### src/rtl/otc_pkg.sv
package otc_pkg;

    // control word that launches a table clear
    localparam logic [31:0] OTC_RUN_CODE = 32'h1100_0002;
    // bits dropped from the control word when a job ends
    localparam logic [31:0] OTC_DONE_CLR = 32'h1100_0000;
    // links are kept to 24 bits
    localparam int          OTC_PTR_W    = 24;
    localparam logic [31:0] OTC_PTR_MASK = (32'h1 << OTC_PTR_W) - 32'h1;
    // end-of-chain word
    localparam logic [31:0] OTC_TERM     = OTC_PTR_MASK;

    typedef enum logic [1:0] {
        ST_IDLE   = 2'd0,
        ST_RUN    = 2'd1,
        ST_FINISH = 2'd2
    } otc_state_e;

    typedef struct packed {
        logic        cmd_ok;   // control word matched
        logic [31:0] addr;     // aligned top address
        logic [31:0] count;    // entries that will be written
    } otc_job_t;

    function automatic logic [31:0] otc_align(input logic [31:0] a);
        return {a[31:2], 2'b00};
    endfunction

    function automatic logic [31:0] otc_link(input logic [31:0] a);
        return (a - 32'd4) & OTC_PTR_MASK;
    endfunction

    // entries that fit strictly above the memory base
    function automatic logic [31:0] otc_room(input logic [31:0] a, input logic [31:0] base);
        if (a > base) return (a - base) >> 2;
        return 32'd0;
    endfunction

endpackage

### src/rtl/otc_cmd_decode.sv
module otc_cmd_decode
    import otc_pkg::*;
#(
    parameter int          CNT_W    = 16,
    parameter logic [31:0] MEM_BASE = 32'h0
) (
    input  logic [31:0]      madr_i,
    input  logic [CNT_W-1:0] bcr_i,
    input  logic [31:0]      chcr_i,
    output otc_job_t         job_o
);

    logic [31:0] aligned;
    logic [31:0] room;
    logic [31:0] want;
    logic        cmd_ok;

    always_comb begin
        aligned = otc_align(madr_i);
        room    = otc_room(aligned, MEM_BASE);
        want    = 32'(bcr_i);
        cmd_ok  = (chcr_i == OTC_RUN_CODE);

        job_o.cmd_ok = cmd_ok;
        job_o.addr   = aligned;
        if (!cmd_ok)
            job_o.count = 32'd0;
        else if (want < room)
            job_o.count = want;
        else
            job_o.count = room;
    end

endmodule

### src/rtl/otc_walker.sv
module otc_walker
    import otc_pkg::*;
#(
    parameter int CNT_W = 16
) (
    input  logic             clk,
    input  logic             rst,
    input  logic             load,
    input  logic [31:0]      load_addr,
    input  logic [CNT_W-1:0] load_count,
    input  logic             step,
    output logic [31:0]      cur_addr,
    output logic [31:0]      cur_data,
    output logic             last
);

    localparam logic [CNT_W-1:0] ONE = CNT_W'(1);

    logic [31:0]      addr_q;
    logic [CNT_W-1:0] remain_q;

    always_ff @(posedge clk) begin
        if (rst) begin
            addr_q   <= 32'd0;
            remain_q <= '0;
        end else if (load) begin
            addr_q   <= load_addr;
            remain_q <= load_count;
        end else if (step) begin
            addr_q   <= addr_q - 32'd4;
            remain_q <= remain_q - ONE;
        end
    end

    always_comb begin
        last     = (remain_q == ONE);
        cur_addr = addr_q;
        cur_data = last ? OTC_TERM : otc_link(addr_q);
    end

endmodule

### src/rtl/otc_seq.sv
module otc_seq
    import otc_pkg::*;
(
    input  logic clk,
    input  logic rst,
    input  logic start,
    input  logic has_work,
    input  logic last,
    input  logic wr_ready,
    output logic load,
    output logic step,
    output logic finish_now,
    output logic busy,
    output logic irq,
    output logic wr_valid
);

    otc_state_e state_q, state_d;

    always_comb begin
        state_d    = state_q;
        load       = 1'b0;
        finish_now = 1'b0;
        wr_valid   = (state_q == ST_RUN);
        step       = wr_valid && wr_ready;
        irq        = (state_q == ST_FINISH);
        busy       = (state_q != ST_IDLE);
        unique case (state_q)
            ST_IDLE: begin
                if (start) begin
                    load = 1'b1;
                    if (has_work) begin
                        state_d = ST_RUN;
                    end else begin
                        state_d    = ST_FINISH;
                        finish_now = 1'b1;
                    end
                end
            end
            ST_RUN: begin
                if (step && last) begin
                    state_d    = ST_FINISH;
                    finish_now = 1'b1;
                end
            end
            ST_FINISH: state_d = ST_IDLE;
            default:   state_d = ST_IDLE;
        endcase
    end

    always_ff @(posedge clk) begin
        if (rst) state_q <= ST_IDLE;
        else     state_q <= state_d;
    end

endmodule

### src/rtl/otc_clear.sv
module otc_clear
    import otc_pkg::*;
#(
    parameter int          CNT_W    = 16,
    parameter logic [31:0] MEM_BASE = 32'h0
) (
    input  logic             clk,
    input  logic             rst,
    input  logic             start,
    input  logic [31:0]      madr_i,
    input  logic [CNT_W-1:0] bcr_i,
    input  logic [31:0]      chcr_i,
    output logic             busy_o,
    output logic             irq_o,
    output logic [31:0]      chcr_o,
    output logic             wr_valid_o,
    output logic [31:0]      wr_addr_o,
    output logic [31:0]      wr_data_o,
    input  logic             wr_ready_i
);

    otc_job_t    job;
    logic        load, step, finish_now, last;
    logic [31:0] ctl_q;

    otc_cmd_decode #(.CNT_W(CNT_W), .MEM_BASE(MEM_BASE)) u_dec (
        .madr_i (madr_i),
        .bcr_i  (bcr_i),
        .chcr_i (chcr_i),
        .job_o  (job)
    );

    otc_walker #(.CNT_W(CNT_W)) u_walk (
        .clk        (clk),
        .rst        (rst),
        .load       (load),
        .load_addr  (job.addr),
        .load_count (job.count[CNT_W-1:0]),
        .step       (step),
        .cur_addr   (wr_addr_o),
        .cur_data   (wr_data_o),
        .last       (last)
    );

    otc_seq u_seq (
        .clk        (clk),
        .rst        (rst),
        .start      (start),
        .has_work   (job.count != 32'd0),
        .last       (last),
        .wr_ready   (wr_ready_i),
        .load       (load),
        .step       (step),
        .finish_now (finish_now),
        .busy       (busy_o),
        .irq        (irq_o),
        .wr_valid   (wr_valid_o)
    );

    // live control word; the run bits drop as the job ends
    always_ff @(posedge clk) begin
        if (rst)
            ctl_q <= 32'd0;
        else if (load && finish_now)
            ctl_q <= chcr_i & ~OTC_DONE_CLR;
        else if (load)
            ctl_q <= chcr_i;
        else if (finish_now)
            ctl_q <= ctl_q & ~OTC_DONE_CLR;
    end

    assign chcr_o = ctl_q;

endmodule

### config.mk
export PLATFORM = sky130hd
export DESIGN_NAME = otc_clear
export DESIGN_NICKNAME = d
export VERILOG_FILES = /design/src/rtl/otc_pkg.sv /design/src/rtl/otc_cmd_decode.sv /design/src/rtl/otc_walker.sv /design/src/rtl/otc_seq.sv /design/src/rtl/otc_clear.sv
export SDC_FILE = /design/constraint.sdc
export NUM_CORES = 1
export LEC_CHECK = 0
export BUFFER_PORTS_ARGS = -buffer_cell sky130_fd_sc_hd__buf_2
export CORE_MARGIN = 4
export CORE_UTILIZATION = 54
export DETAILED_ROUTE_END_ITERATION = 10
export GPL_TIMING_DRIVEN = 0
export PLACE_DENSITY = 0.92
export SYNTH_ARGS = -nofsm -noshare
export SYNTH_HDL_FRONTEND = slang
export SYNTH_SLANG_ARGS = --single-unit
### constraint.sdc
create_clock -name clk -period 4.6 [get_ports clk]
set_input_delay 0.23 -clock clk [delete_from_list [all_inputs] [get_ports clk]]
set_output_delay 0.23 -clock clk [all_outputs]
set_load 0.03 [all_outputs]
* Word-level counts from Yosys, hierarchy flattened *
Index checks and enable logic that the tools add are counted.

operators by class
  eq/ne operators = 6
  multiplexer cells = 23
  order comparisons = 2
  reduce and logical (&&, ||, !) cells = 12
  add/subtract/negate cells = 2

operators with widths
  kind                     count
  $mux W32                 8
  $eq A32 B29 Y1 const B   1
  $gt A32 B1 Y1 const B    1
  $lt A16 B32 Y1           1
  $mux W16                 2
  $reduce_bool A32 Y1      1
  $sub A32 B3 Y32 const B  1
  $mux W29                 1
  $mux W24                 1
  $eq A16 B1 Y1 const B    1
  $sub A16 B1 Y16 const B  1
  $reduce_bool A2 Y1       4
  $mux W1                  6
  $mux W2                  3
  $pmux W2 S2              1
  $reduce_or A2 Y1         2
  $logic_and A1 B1 Y1      3
  $eq A2 B1 Y1 const B     1
  $eq A2 B2 Y1 const B     1
  $logic_not A2 Y1         1
  $ne A2 B1 Y1 const B     1
  $ne A2 B2 Y1 const B     1
  $pmux W1 S2              1
  $reduce_and A2 Y1        1

word-level totals
  logic and storage cells = 51
  output and inout bits = 99
  bits of input ports = 84
  register bits = 82

* Logic depth before layout (Yosys ltp) *
  depth after elaboration = 13
  depth in mapped cells = 10
  gate-level depth less buffers = 8

* Hierarchy *
Synthesis repeated with hierarchy kept, for this count alone.

second synthesis, totals
  cell total of the unflattened synthesis = 704
  area, all modules = 5632.9 um2

by module, submodules not included
  module          area an instance (um2)  sequential area each (um2)  times used  cells an instance
  otc_walker      3057.9                  960.9                       1           406
  otc_cmd_decode  1227.4                  0.0                         1           169
  otc_clear       1211.2                  640.6                       1           114
  otc_seq         136.4                   40.0                        1           15

* Worst setup path before layout *
Ideal clock, no wire load.

  path type = reg-to-output
  from = reg u_walk.addr_q[4], in the netlist u_walk.cur_addr[4]
  to = out wr_data_o[20]
  cell stages (with the launch flop) = 7
  path slack = 2.229 ns
  buffers on the path = 1
  required time = 4.370 ns
  arrival = 2.141 ns
  path through = dfxtp_1 > buf_6 > nor4_4 > nand4_4 > nor4b_1 > xnor2_1 > nand2_1

between the ends
  longest elaborated chain between the ends = 2

RTL lines
  item                    RTL line          source
  start, declared         otc_walker.sv:19  logic [31:0] addr_q;
  start signal, assigned  otc_walker.sv:27  addr_q <= load_addr;
  start signal, assigned  otc_walker.sv:30  addr_q <= addr_q - 32'd4;
  $sub A32 B3 Y32         otc_pkg.sv:30     return (a - 32'd4) & OTC_PTR_MASK;
  $mux W24                otc_walker.sv:38  cur_data = last ? OTC_TERM : otc_link(addr_q);
  end, declared           otc_clear.sv:18   output logic [31:0] wr_data_o,

No other way between the ends.

* Worst setup path in the final report *
  from = reg u_walk.remain_q[6]
  to = out wr_data_o[0]

between the ends
  longest elaborated chain between the ends = 2

RTL lines
  item                    RTL line          source
  start, declared         otc_walker.sv:20  logic [CNT_W-1:0] remain_q;
  start signal, assigned  otc_walker.sv:28  remain_q <= load_count;
  start signal, assigned  otc_walker.sv:31  remain_q <= remain_q - ONE;
  $eq A16 B1 Y1           otc_walker.sv:36  last = (remain_q == ONE);
  net last                otc_clear.sv:23   logic load, step, finish_now, last;
  $mux W24                otc_walker.sv:38

The timed path passes the listed nets, and every way through them passes these cells.

==> flow_metrics.py <==
metrics = {
    "global_routing": {
        "grt_pass1_vias": 5269,
        "grt_use_total": 0.301,
        "grt_pass1_wl_um": 25200,
        "grt_max_degree": 17,
        "antenna_found_initial": 0,
        "grt_overflow_total": 0,
    },
    "worst_setup_path": {
        "critPathBufInv": 5,
        "path_class": "flip-flop to primary output",
        "cp_slowest_stage_delay_ns": 0.48,
        "critical_path_peak_fanout": 10,
        "cp_slowest_cell": "nand4b_1",
        "critPathArrivalTime_ns": 2.93,
        "critPathCaptureType": "primary output",
        "worstPathCellList": "or3_1 -> clkbuf_1 -> nor4_1 -> nand4b_1 -> clkbuf_1 -> inv_1 -> buf_4 -> buf_2",
        "critical_path_required_ns": 4.37,
        "r2r_start": "u_walk.remain_q[6]",
        "ff2ff_path_depth": 7,
        "cpMostUsedCell": "clkbuf_1",
        "critPathTopFamily": "simple AND/OR/NAND/NOR gates",
        "timing.rr.end": "u_seq.state_q[1]",
        "rrSetupSlack_ns": 2.07,
        "setup.worst_path.start_class": "flip-flop",
    },
    "clocking": {
        "htree_levels": 3,
        "clkSinkCount": 80,
        "postCtsSetupBuffers": 0,
        "cts_made_buffers": 9,
        "clockBufferDepth": 2,
        "worst_skew_pair.late_latency_ns": 0.36,
        "cts_hold_buffers": 0,
        "cts_root_buf": "clkbuf_8",
        "clkTransAtPathRegs_ns": 0.10,
        "cts_tree": "built",
        "cts_repair_resize_count": 0,
    },
    "synth": {
        "synthCells": 648,
        "yosysSeqAreaShare": 0.327,
        "async_reset_ff_frac": 0,
        "yosys-top-cells-area": "dfxtp_1, nand2_1, a21oi_1",
        "ys_ff_latch": 80,
        "synth-edff-count": 0,
        "yosys.area.top_type": "dfxtp_1",
        "syn_area_sq_um": 4890,
        "synthFlopType": "dfxtp_1",
        "syn_area_per_cell_sq_um": 7.55,
        "yosys.cell_types.count": 56,
        "yosys_warnings": 0,
        "synth_top_area_frac": 0.327,
    },
    "placed_design": {
        "place_inst": 934,
        "place_congestion": 0.898,
        "portBuffers": 169,
        "hpwl_um": 12500,
    },
    "layout": {
        "finalNonFillerCells": 950,
        "drive_gt1_frac": 0.260,
        "diodes": 0,
        "areaGrowthSynthToFinish_pct": 24.5,
        "nNetsFinal": 939,
    },
    "floorplan": {
        "initial_core_util": 0.558,
        "die-area_sq_um": 10600,
        "core_area_sq_um": 8760,
        "num_io_pins": 183,
        "die_y_um": 103,
        "rows": 34,
        "dieWidth_um": 103,
    },
    "power_and_ir_drop": {
        "switching_share": 0.381,
        "powerDensity_nw_per_um2": 292,
        "p_seq_frac": 0.424,
        "ir_worst_vdd_mv": 0.218,
        "pwr-share-comb": 0.302,
        "p_int_uw": 1100,
        "clockPowerShare": 0.274,
        "leakagePower_uw": 0.00276,
        "switchingPower_uw": 679,
    },
    "detailed_routing": {
        "via_count": 5626,
        "postRouteWirelength_um": 16300,
        "firstDrtPassIters": 7,
        "drc": 0,
        "drtIter0Drc": 436,
        "vias_per_cell": 5.92,
        "wl_per_cell_um": 17.2,
        "postRouteAntennaNets": 0,
    },
    "sta": {
        "finClkSkew_ns": 0.0157,
        "post-route-period-util": 0.686,
        "fmax_mhz": 317,
        "relSlewSlack": 0.611,
        "rsz0062_at_grt": "no",
        "max_slew.worst_pin.slew_ns": 0.575,
        "hold_viol": 0,
        "tns_ns": 0,
        "setup_violations": 0,
        "slew_viol_final": 0,
        "period_needed_ns": 3.16,
    },
    "hold_path": {
        "hold_end": "chcr_o[20]",
        "hold_path_class": "input port to flip-flop",
        "whs_path_depth": 3,
        "hold_start": "chcr_i[20]",
    },
    "run_status": {
        "status": "finished, final reports clean",
    },
    "flow_run": {
        "max_cap_viol_count": 0,
    },
}
==> cell families after synthesis <==
| logic type | Yosys count | synth area share |
|---|---|---|
| fa+ha+maj | 18 | 0.0460 |
| compound gates | 134 | 0.169 |
| mux | 28 | 0.0593 |
| simple gates | 292 | 0.293 |
| xor+xnor | 20 | 0.0358 |
| flops | 80 | 0.327 |
| other cells | 1 | 0.000766 |
| buf+inv | 75 | 0.0688 |
==> state kept, by name (all words and copies together) (netlist names) <==
name             cells
chcr_o              32
u_seq.state_q        2
u_walk.cur_addr     30
u_walk.remain_q     16
==> Yosys cell counts, drive strengths merged (2+ instances only) <==
library cell and n:
a21oi 55, a221oi 7, nor3b 3, nand3 13, mux2i 20, o211ai 3, o21ai 21, a2bb2oi 2
or4 2, xnor2 12, nor2b 2, o21a 5, xor2 8, buf 19, nor4b 6, nor2 57
a222oi 8, o22ai 15, ha 18, nand2b 4, dfxtp 80, a31oi 7, nor4 28, mux2 8
and3 2, a22oi 5, nand2 139, or2 2, nand4b 2, clkbuf 33, inv 23, nor3 12
or3 8, nand4 9
==> power groups by stage <==
stage	Clock [uW]	Sequential, uW	Combinational, uW
final	488	755	537
after floorplan	0	825	299
after detailed placement	0	770	530
after CTS	491	754	533
after global routing	521	759	581
after global placement	0	769	523
==> worst max path at each step <==
stage | from | endpoint | slack [ns] | cells past startpoint
after global placement | u_walk.remain_q[6] | wr_data_o[0] | 1.98 | 8
after floorplan | u_walk.cur_addr[4] | wr_data_o[20] | 2.23 | 6
after detailed placement | u_walk.remain_q[6] | wr_data_o[0] | 1.87 | 8
after global routing | u_walk.remain_q[6] | wr_data_o[0] | 1.25 | 8
final | u_walk.remain_q[6] | wr_data_o[0] | 1.44 | 8
after CTS | u_walk.remain_q[6] | wr_data_o[0] | 1.45 | 8
==> layer usage <==
| layer | track usage | share of wire | up-vias |
|---|---|---|---|
| li1 | - | - | 2656 |
| met1 | 0.366 | 0.38 | 2535 |
| met2 | 0.500 | 0.46 | 369 |
| met3 | 0.0691 | 0.11 | 66 |
| met4 | 0.150 | 0.041 | 0 |
| met5 | 0 | 0 | - |
==> area by class of cell <==
type                    count  area, sq um
clock buffers               9          124
well taps                 108          135
plain buffers              52          250
inverters                  23         86.3
flip-flops and latches     80         1600
clock inverters             7         58.8
repair buffers            169          846
multi-input cells         502         2990
fillers                   731         2670
==> placed cells by master, fill, tap and decap left out, drive strengths merged, types with 9 or more instances in the layout <==
cell    count
o22ai      15
nand2     139
nor2       57
o21ai      21
ha         18
conb       10
nand4       9
inv        27
clkbuf     42
dfxtp      80
a21oi      55
nor3       12
mux2i      20
xnor2      12
buf       188
nand3      13
nor4       28
==> worst reg2reg max path, stage by stage (launching register included) <==
cell and delay [ns]:
dfxtp_1 0.35, or3_1 0.37, clkbuf_1 0.17, nor4_1 0.44, nand4b_1 0.49, nand2b_1 0.34
a21oi_1 0.18, o21a_1 0.13
==> per-stage QoR <==
| step | setup WS (ns) | total power, uW | hold slack, ns | util | cell area [sq um] |
|---|---|---|---|---|---|
| 5_1_grt | 1.25 | 1860 | 0.107 | 0.695 | 6090 |
| 3_5_place_dp | 1.87 | 1300 | 0.444 | 0.674 | 5910 |
| 6_report | 1.44 | 1780 | 0.109 | 0.695 | 6090 |
| 3_3_place_gp | 1.98 | 1290 | 0.438 | 0.674 | 5910 |
| 4_1_cts | 1.45 | 1780 | 0.103 | 0.695 | 6090 |
| 2_1_floorplan | 2.23 | 1120 | 0.366 | - | 4930 |
(Power assumes the default switching activity.)
